## src/rtl/rsq_pkg.sv

```systemverilog
package rsq_pkg;

  // Strobes from control to datapath, one per storage operation.
  typedef struct packed {
    logic push;
    logic pop;
  } rsqStrobe_t;

endpackage

```

## src/rtl/rsq_datapath.sv

```systemverilog
module rsq_datapath
  import rsq_pkg::*;
#(
  parameter int NUM_PORTS = 4,
  parameter int FLOW_W    = 2,
  parameter int SEQ_W     = 3,
  parameter int DATA_W    = 8
) (
  input  logic                                clk,
  input  logic                                rstN,
  input  rsqStrobe_t                          strb,
  input  logic [$clog2(NUM_PORTS)-1:0]        pushIdx,
  input  logic [FLOW_W+SEQ_W+DATA_W-1:0]      pushCell,
  input  logic [$clog2(NUM_PORTS)-1:0]        popIdx,
  output logic [NUM_PORTS-1:0]                headValid,
  output logic [NUM_PORTS-1:0][FLOW_W-1:0]    headFlow,
  output logic [NUM_PORTS-1:0][SEQ_W-1:0]     headSeq,
  output logic [NUM_PORTS-1:0]                qFull,
  output logic [$clog2(NUM_PORTS*NUM_PORTS+1)-1:0] totalCnt,
  output logic [FLOW_W+SEQ_W+DATA_W-1:0]      selCell
);

  localparam int DEPTH  = NUM_PORTS;
  localparam int PTR_W  = (DEPTH > 1) ? $clog2(DEPTH) : 1;
  localparam int CNT_W  = $clog2(DEPTH + 1);
  localparam int CELL_W = FLOW_W + SEQ_W + DATA_W;

  logic [NUM_PORTS-1:0][CELL_W-1:0] headCell;

  function automatic logic [PTR_W-1:0] nextPtr(input logic [PTR_W-1:0] p);
    return (p == PTR_W'(DEPTH - 1)) ? '0 : p + 1'b1;
  endfunction

  for (genvar q = 0; q < NUM_PORTS; q++) begin : g_queue
    logic [CELL_W-1:0] mem [DEPTH];
    logic [PTR_W-1:0]  wrPtr;
    logic [PTR_W-1:0]  rdPtr;
    logic [CNT_W-1:0]  cnt;
    logic              doPush;
    logic              doPop;

    assign doPush = strb.push && (pushIdx == ($clog2(NUM_PORTS))'(q));
    assign doPop  = strb.pop  && (popIdx  == ($clog2(NUM_PORTS))'(q));

    always_ff @(posedge clk) begin
      if (doPush) mem[wrPtr] <= pushCell;
    end

    always_ff @(posedge clk) begin
      if (!rstN) begin
        wrPtr <= '0;
        rdPtr <= '0;
        cnt   <= '0;
      end else begin
        if (doPush) wrPtr <= nextPtr(wrPtr);
        if (doPop)  rdPtr <= nextPtr(rdPtr);
        case ({doPush, doPop})
          2'b10:   cnt <= cnt + 1'b1;
          2'b01:   cnt <= cnt - 1'b1;
          default: cnt <= cnt;
        endcase
      end
    end

    assign headCell[q]  = mem[rdPtr];
    assign headValid[q] = (cnt != '0);
    assign qFull[q]     = (cnt == CNT_W'(DEPTH));
    assign headFlow[q]  = headCell[q][CELL_W-1 -: FLOW_W];
    assign headSeq[q]   = headCell[q][DATA_W +: SEQ_W];
  end

  always_ff @(posedge clk) begin
    if (!rstN) begin
      totalCnt <= '0;
    end else begin
      case ({strb.push, strb.pop})
        2'b10:   totalCnt <= totalCnt + 1'b1;
        2'b01:   totalCnt <= totalCnt - 1'b1;
        default: totalCnt <= totalCnt;
      endcase
    end
  end

  assign selCell = headCell[popIdx];

endmodule

```

## src/rtl/rsq_control.sv

```systemverilog
module rsq_control
  import rsq_pkg::*;
#(
  parameter int NUM_PORTS = 4,
  parameter int FLOW_W    = 2,
  parameter int SEQ_W     = 3
) (
  input  logic                                clk,
  input  logic                                rstN,
  input  logic                                inValid,
  input  logic [$clog2(NUM_PORTS)-1:0]        inPort,
  input  logic [NUM_PORTS-1:0]                headValid,
  input  logic [NUM_PORTS-1:0][FLOW_W-1:0]    headFlow,
  input  logic [NUM_PORTS-1:0][SEQ_W-1:0]     headSeq,
  input  logic [NUM_PORTS-1:0]                qFull,
  input  logic [$clog2(NUM_PORTS*NUM_PORTS+1)-1:0] totalCnt,
  input  logic                                outReady,
  output rsqStrobe_t                          strb,
  output logic [$clog2(NUM_PORTS)-1:0]        popIdx,
  output logic                                outValid,
  output logic                                overflowErr
);

  localparam int PORT_W    = $clog2(NUM_PORTS);
  localparam int NUM_FLOWS = 1 << FLOW_W;
  localparam int TOTAL     = NUM_PORTS * NUM_PORTS;
  localparam int TOT_W     = $clog2(TOTAL + 1);

  logic [SEQ_W-1:0]     expSeq [NUM_FLOWS];
  logic [PORT_W-1:0]    rrPtr;
  logic [NUM_PORTS-1:0] eligible;
  logic                 found;
  logic                 blocked;

  for (genvar q = 0; q < NUM_PORTS; q++) begin : g_elig
    assign eligible[q] = headValid[q] && (headSeq[q] == expSeq[headFlow[q]]);
  end

  // Rotating scan: first eligible head at or after the pointer.
  always_comb begin
    found  = 1'b0;
    popIdx = '0;
    for (int k = 0; k < NUM_PORTS; k++) begin
      int idx;
      idx = int'(rrPtr) + k;
      if (idx >= NUM_PORTS) idx = idx - NUM_PORTS;
      if (!found && eligible[idx]) begin
        found  = 1'b1;
        popIdx = PORT_W'(idx);
      end
    end
  end

  assign blocked   = (totalCnt == TOT_W'(TOTAL)) || qFull[inPort];
  assign outValid  = found;
  assign strb.pop  = found && outReady;
  assign strb.push = inValid && !blocked;

  always_ff @(posedge clk) begin
    if (!rstN) begin
      rrPtr       <= '0;
      overflowErr <= 1'b0;
      for (int f = 0; f < NUM_FLOWS; f++) expSeq[f] <= '0;
    end else begin
      overflowErr <= inValid && blocked;
      if (strb.pop) begin
        rrPtr <= (popIdx == PORT_W'(NUM_PORTS - 1)) ? '0 : popIdx + 1'b1;
        expSeq[headFlow[popIdx]] <= expSeq[headFlow[popIdx]] + 1'b1;
      end
    end
  end

endmodule

```

## src/rtl/rsq_resequencer.sv

```systemverilog
module rsq_resequencer
  import rsq_pkg::*;
#(
  parameter int NUM_PORTS = 4,
  parameter int FLOW_W    = 2,
  parameter int SEQ_W     = 3,
  parameter int DATA_W    = 8
) (
  input  logic                         clk,
  input  logic                         rstN,
  input  logic                         inValid,
  input  logic [$clog2(NUM_PORTS)-1:0] inPort,
  input  logic [FLOW_W-1:0]            inFlow,
  input  logic [SEQ_W-1:0]             inSeq,
  input  logic [DATA_W-1:0]            inData,
  input  logic                         outReady,
  output logic                         outValid,
  output logic [$clog2(NUM_PORTS)-1:0] outPort,
  output logic [FLOW_W-1:0]            outFlow,
  output logic [SEQ_W-1:0]             outSeq,
  output logic [DATA_W-1:0]            outData,
  output logic                         overflowErr
);

  localparam int PORT_W = $clog2(NUM_PORTS);
  localparam int CELL_W = FLOW_W + SEQ_W + DATA_W;
  localparam int TOT_W  = $clog2(NUM_PORTS * NUM_PORTS + 1);

  rsqStrobe_t                       strb;
  logic [PORT_W-1:0]                popIdx;
  logic [NUM_PORTS-1:0]             headValid;
  logic [NUM_PORTS-1:0][FLOW_W-1:0] headFlow;
  logic [NUM_PORTS-1:0][SEQ_W-1:0]  headSeq;
  logic [NUM_PORTS-1:0]             qFull;
  logic [TOT_W-1:0]                 totalCnt;
  logic [CELL_W-1:0]                selCell;

  rsq_control #(
    .NUM_PORTS(NUM_PORTS), .FLOW_W(FLOW_W), .SEQ_W(SEQ_W)
  ) u_ctrl (
    .clk(clk), .rstN(rstN), .inValid(inValid), .inPort(inPort),
    .headValid(headValid), .headFlow(headFlow), .headSeq(headSeq),
    .qFull(qFull), .totalCnt(totalCnt), .outReady(outReady),
    .strb(strb), .popIdx(popIdx), .outValid(outValid),
    .overflowErr(overflowErr)
  );

  rsq_datapath #(
    .NUM_PORTS(NUM_PORTS), .FLOW_W(FLOW_W), .SEQ_W(SEQ_W), .DATA_W(DATA_W)
  ) u_dp (
    .clk(clk), .rstN(rstN), .strb(strb), .pushIdx(inPort),
    .pushCell({inFlow, inSeq, inData}), .popIdx(popIdx),
    .headValid(headValid), .headFlow(headFlow), .headSeq(headSeq),
    .qFull(qFull), .totalCnt(totalCnt), .selCell(selCell)
  );

  assign outPort = popIdx;
  assign outFlow = selCell[CELL_W-1 -: FLOW_W];
  assign outSeq  = selCell[DATA_W +: SEQ_W];
  assign outData = selCell[DATA_W-1:0];

endmodule

```

## config.mk

```make
export PLATFORM = sky130hd
export DESIGN_NAME = rsq_resequencer
export DESIGN_NICKNAME = d
export VERILOG_FILES = /design/src/rtl/rsq_pkg.sv /design/src/rtl/rsq_datapath.sv /design/src/rtl/rsq_control.sv /design/src/rtl/rsq_resequencer.sv
export SDC_FILE = /design/constraint.sdc
export NUM_CORES = 1
export LEC_CHECK = 0
export ABC_AREA = 1
export ABC_CLOCK_PERIOD_IN_PS = 3600
export BUFFER_PORTS_ARGS = -buffer_cell sky130_fd_sc_hd__clkbuf_2
export CAP_MARGIN = 30
export CORE_MARGIN = 5
export CORE_UTILIZATION = 35
export DETAILED_ROUTE_END_ITERATION = 6
export SLEW_MARGIN = 15
export SYNTH_ARGS = -nofsm -noshare
export SYNTH_HDL_FRONTEND = slang
export SYNTH_SLANG_ARGS = --single-unit
```

## constraint.sdc

```tcl
create_clock -name clk -period 3.6 [get_ports clk]
set_input_delay 0.54 -clock clk [delete_from_list [all_inputs] [get_ports clk]]
set_output_delay 0.54 -clock clk [all_outputs]
set_load 0.05 [all_outputs]
```

Word level (Yosys, flattened, before mapping)
Memory sizes are Yosys's and may differ from the RTL's. A register that Yosys moved wholly into a read port is not among the register bits.
Cells that the tools add are included.

cells by class
  add/subtract/negate cells = 27
  magnitude comparators = 10
  equality and inequality tests = 33
  multiplexer cells = 67
  reduce and logical (&&, ||, !) cells = 35

operators by type and width
  kind                     number
  $lt A32 B4 Y1 const B    4
  $mux W32                 4
  $ge A32 B4 Y1 const B    3
  $sub A32 B4 Y32 const B  3
  $mux W2                  23
  $eq A2 B2 Y1 const B     17
  $bmux W13 S2             1
  $mux W1                  26
  $pmux W3 S2              4
  $add A2 B1 Y2 const B    9
  $logic_and A1 B1 Y1      18
  $add A3 B1 Y3 const B    5
  $eq A2 B1 Y1 const B     7
  $mux W13                 1
  $eq A3 B3 Y1             4
  $eq A3 B3 Y1 const B     4
  $reduce_bool A3 Y1       4
  $sub A3 B1 Y3 const B    4
  $bmux W1 S2              5
  $pmux W5 S2              1
  $reduce_bool A2 Y1       5
  $add A2 B2 Y3 const B    2
  $lt A2 B3 Y1 const B     2
  $add A5 B1 Y5 const B    1
  11 further kinds         15

word-level totals
  flip-flop bits (word level) = 36
  memory bits (writable) = 220
  input port bits = 19
  output and inout bits = 17
  logic and storage cells = 192
  memories = 5

memory list
  memory               words  width  read ports  clocked after memory_dff  wr ports  RTL line            text
  u_dp.g_queue[0].mem  4      13     1           1                         1         rsq_datapath.sv:35  logic [CELL_W-1:0] mem [DEPTH];
  u_dp.g_queue[1].mem  4      13     1           1                         1         rsq_datapath.sv:35
  u_dp.g_queue[2].mem  4      13     1           1                         1         rsq_datapath.sv:35
  u_dp.g_queue[3].mem  4      13     1           1                         1         rsq_datapath.sv:35
  u_ctrl.expSeq        4      3      5           0                         4         rsq_control.sv:29   logic [SEQ_W-1:0] expSeq [NUM_FLOWS];

Longest topological paths before layout
An unclocked memory read counts as a cell.

  word-level depth = 22
  depth in mapped cells = 31

Modules after synthesis
From an unflattened synthesis, not the netlist that was laid out.

unflattened totals
  cell total of the unflattened synthesis = 1,229
  area total of the unflattened synthesis = 12,301.8 um2

modules (own cells, without submodules)
  module        times used  cells an instance  area an instance (um2)  sequential area each (um2)
  rsq_datapath  1           934                10,425.0                7,066.8
  rsq_control   1           295                1,876.8                 420.4

Least setup slack after synthesis
Ideal clock, no wire load.

  kind = register -> register
  start point = register (tool-made name)
  end point = register u_dp.g_queue[2].cnt[2]
  setup time = 122 ps
  arrival = 3,958 ps
  slack = -480 ps
  cell stages (with the launch flop) = 29
  path buffers = 2
  period minus slack after synthesis = 4,080 ps
  cell sequence = dfxtp_1 -> buf_6 -> nand2_1 -> o21ai_1 -> nand2_1 -> nand2_2 -> nand3_2 -> nand2_1 -> nand2_1 -> nand2_1 -> nor2_2 -> nand2_1 -> nand2_1 -> nand2_1 -> nand2_1 -> nand2_4 -> nand3_1 -> o21ai_2 -> clkbuf_1 -> ha_1 -> nand2_1 -> inv_1 -> ha_1 -> inv_1 -> fa_1 -> a21oi_1 -> o21ai_0 -> o21ai_0 -> a21oi_1

RTL lines
  item                    RTL line            text
  end signal: assignment  rsq_datapath.sv:58  2'b10: cnt <= cnt + 1'b1;
  end signal: assignment  rsq_datapath.sv:59  2'b01: cnt <= cnt - 1'b1;
  end signal: assignment  rsq_datapath.sv:60  default: cnt <= cnt;
  end: declaration        rsq_datapath.sv:38  logic [CNT_W-1:0] cnt;

==> metrics <==
Crit Path Category=flop to output pin; post-synth top area share=53.1%; initial drt markers=693; largest net degree at the start of global routing=25; Unique masters post-synth=45; layout cells sized above 1=36.1%; Row Count=69; Sw Ratio=38.8%; #FFs+latches synth=264; Slew headroom=64.8%; drt drc=0; Gate power share=52.6%; vias in the first global route=9305; fill count=3096; sequential share of power=27.2%; total overflow reported by the global router=0; Die Area=39400 um2; Mapped Cells=1192; DIE HEIGHT=199 um; drt total wl=33100 um; Pleak=6.41 nW; First-pass DRT Iterations=5; Clock Pin Slew Worst Setup and Hold Paths=0.06 ns; critical path data arrival time=3.45 ns; FF+latch area=7510 um2; initial antenna violation count=0; Yosys warning count=0; htree depth=1; pre-CTS setup slack=-0.360 ns; Worst setup SP type=flop; PwrDens=775 nW/um2; Yosys top cell by area=edfxtp_1; Final nets=1457; worst hold path type=input port to flop; required time of the critical path=3.06 ns; Sink Count=264; Synth Net Count=1249; IO Pins=36; Area contributors post-synth=edfxtp_1 53%, dfxtp_1 7.1%, nand2_1 6.5%; Mapped Area=12400 um2; P_sw=0.00503 W; via count=9523; Max-Cap Viols=0; Period minus WS final=3.99 ns; Final Max Tran Viols=0; crit path capture type=output pin; placed wire-length estimate=21900 um; power share of the clock group=20.2%; RSZ-0062 raised after global routing=true; multi-input logic area=5340 um2; first-pass GRT wire length=50700 um; Initial Util=35.2%; CTS tree=done; Post-CTS Hold Buffers=0; Avg Cell Area, Syn=10.4 um2; CORE AREA=35300 um2; Final Hold Vio Count=0; f_max=0.251 GHz; Internal Pwr Total=0.00794 W; maximum VDD drop=504 uV; Tcrit/Tclk final=111%; Critical Path Fanout Max=8; Setup Viol. Count Final=34; CTS Buf Count=26; input/output buffers=35; Hold Crit Start=inValid; total track usage=16.2%; Worst-Skew Late Latency=0.55 ns; Syn-to-layout area delta=34.5%; register area share after synthesis=60.2%; Max clock buf depth=3; Worst Clk Skew=0.0139 ns; placer congestion estimate=0.878; vias per std cell=5.06; CTS root buf=clkbuf_16; Tightest Pin Transition=0.525 ns; drt wl/cell=17.6 um; outcome=finished, violations left; DRT antenna net count=0; failing checks=setup timing; Setup WS post-layout=-0.386 ns; setup_tns=-7.78 ns; ant diodes=0; die width=199 um
## cell usage after synthesis (all sizes together)
cell	count
ha	33
or2	3
a21oi	46
nor4	1
nand3b	2
o221ai	32
nand2	240
edfxtp	220
o21ai	110
o211a	4
inv	103
xnor2	2
a21o	1
nand4	8
o22a	1
clkbuf	17
a32oi	1
a211oi	5
a32o	4
o31ai	1
nor2	147
xor2	1
dfxtp	44
buf	22
fa	5
nand3	135
o211ai	4
## power by group through the flow
stage | sequential [W] | clock (W) | combinational (W)
after floorplan | 0.00355 | 0 | 0.00288
after global placement | 0.00357 | 0 | 0.00468
after detailed placement | 0.00358 | 0 | 0.00470
after CTS | 0.00352 | 0.00268 | 0.00609
after global routing | 0.00354 | 0.00280 | 0.00724
final | 0.00353 | 0.00262 | 0.00682
## kinds of logic after synthesis
family                     synth area share (%)
and+or+nand+nor                            20.5
AOI/OAI and AO/OA                          10.2
buffers and inverters                      4.87
DFF                                        60.2
adders and majority gates                  4.12
xor gates and xnor gates                  0.211
## metal layers
layer,vias to the layer above,wire length [um],GRT usage (%)
met2,260,16300,27.7
met1,4577,13800,21.0
met3,79,1710,2.29
li1,4607,-,-
met5,-,0,0
met4,0,1250,6.33
## state kept, by name, summed over array words and instances, names as in the netlist, named ones only
name / count
u_ctrl.rrPtr: 2
u_dp.g_queue.wrPtr: 8
u_dp.totalCnt: 5
u_ctrl.overflowErr: 1
u_dp.g_queue.rdPtr: 8
u_dp.g_queue.mem: 208
u_dp.g_queue.cnt: 12
u_ctrl.expSeq: 12
## worst max-delay path: stages (launching register included)
cell and delay (ns):
dfxtp_4 0.38, buf_6 0.14, nand2_4 0.06, nand3_4 0.16, nand2_8 0.14, nand2_2 0.06
nand3_2 0.10, nand2_1 0.07, nand2_1 0.07, nand2_2 0.06, nor2_4 0.14, nand2_2 0.07
nand2_2 0.07, nand3_1 0.13, nand2_4 0.11, nand2_4 0.06, nand3_4 0.10, nand3_4 0.12
inv_4 0.08, buf_8 0.13, buf_12 0.16, o221ai_4 0.12, nand3_2 0.11, nand2_2 0.07
clkbuf_16 0.17
## final timing paths
kind | to | slack, ns | cells after the start
max | outData[4] | -0.39 | 24
min reg2reg | u_dp.totalCnt[4] | 0.47 | 2
min | u_ctrl.overflowErr | 0.22 | 3
max reg2reg | u_dp.g_queue[2].cnt[2] | -0.23 | 30
## cells in the final DEF, fill, tap and decap left out, types with 8 or more instances in the layout
master and n:
nand3_1 72, inv_2 12, nand2_4 20, buf_4 142
o221ai_1 17, o21ai_0 86, clkinv_1 8, nand3_2 48
nand2_1 146, edfxtp_1 220, buf_8 14, dfxtp_1 36
nor2_1 131, buf_6 25, clkbuf_2 19, buf_12 13
o21ai_1 14, nand2_2 72, a21oi_2 13, a21oi_1 31
o221ai_4 8, inv_1 82, inv_4 8, nand3_4 15
ha_1 25, nor2_4 10, clkbuf_16 30
## cell type report
| class | count | share of cell area [%] |
|---|---|---|
| Clock buffer | 31 | 4.00 |
| Multi-Input combinational cell | 786 | 31.9 |
| Inverter | 103 | 2.46 |
| Timing Repair Buffer | 219 | 12.4 |
| Tap cell | 461 | 3.45 |
| Clock inverter | 17 | 0.920 |
| Sequential cell | 264 | 44.9 |
## repair_timing
action / 4_1_cts / 5_1_grt
setup endpoints to repair: 42 / 50
buffers inserted: 29 / 18
gates cloned: 2 / 1
resized for setup: 200 / 146
pin swaps: 55 / 79
## metrics by stage
| step | total power, W | util (%) | hold WS [ns] | area [um2] | std cells |
|---|---|---|---|---|---|
| floorplan | 0.00643 | - | 0.439 | 12500 | 1192 |
| global placement | 0.00825 | 39.9 | 0.450 | 14100 | 1784 |
| detailed placement | 0.00828 | 39.9 | 0.454 | 14100 | 1784 |
| CTS | 0.0123 | 45.3 | 0.205 | 16000 | 1862 |
| global route | 0.0136 | 47.4 | 0.224 | 16700 | 1881 |
| finish | 0.0130 | 47.4 | 0.224 | 16700 | 1881 |
Note: power is estimated with default switching activity, not from simulation.
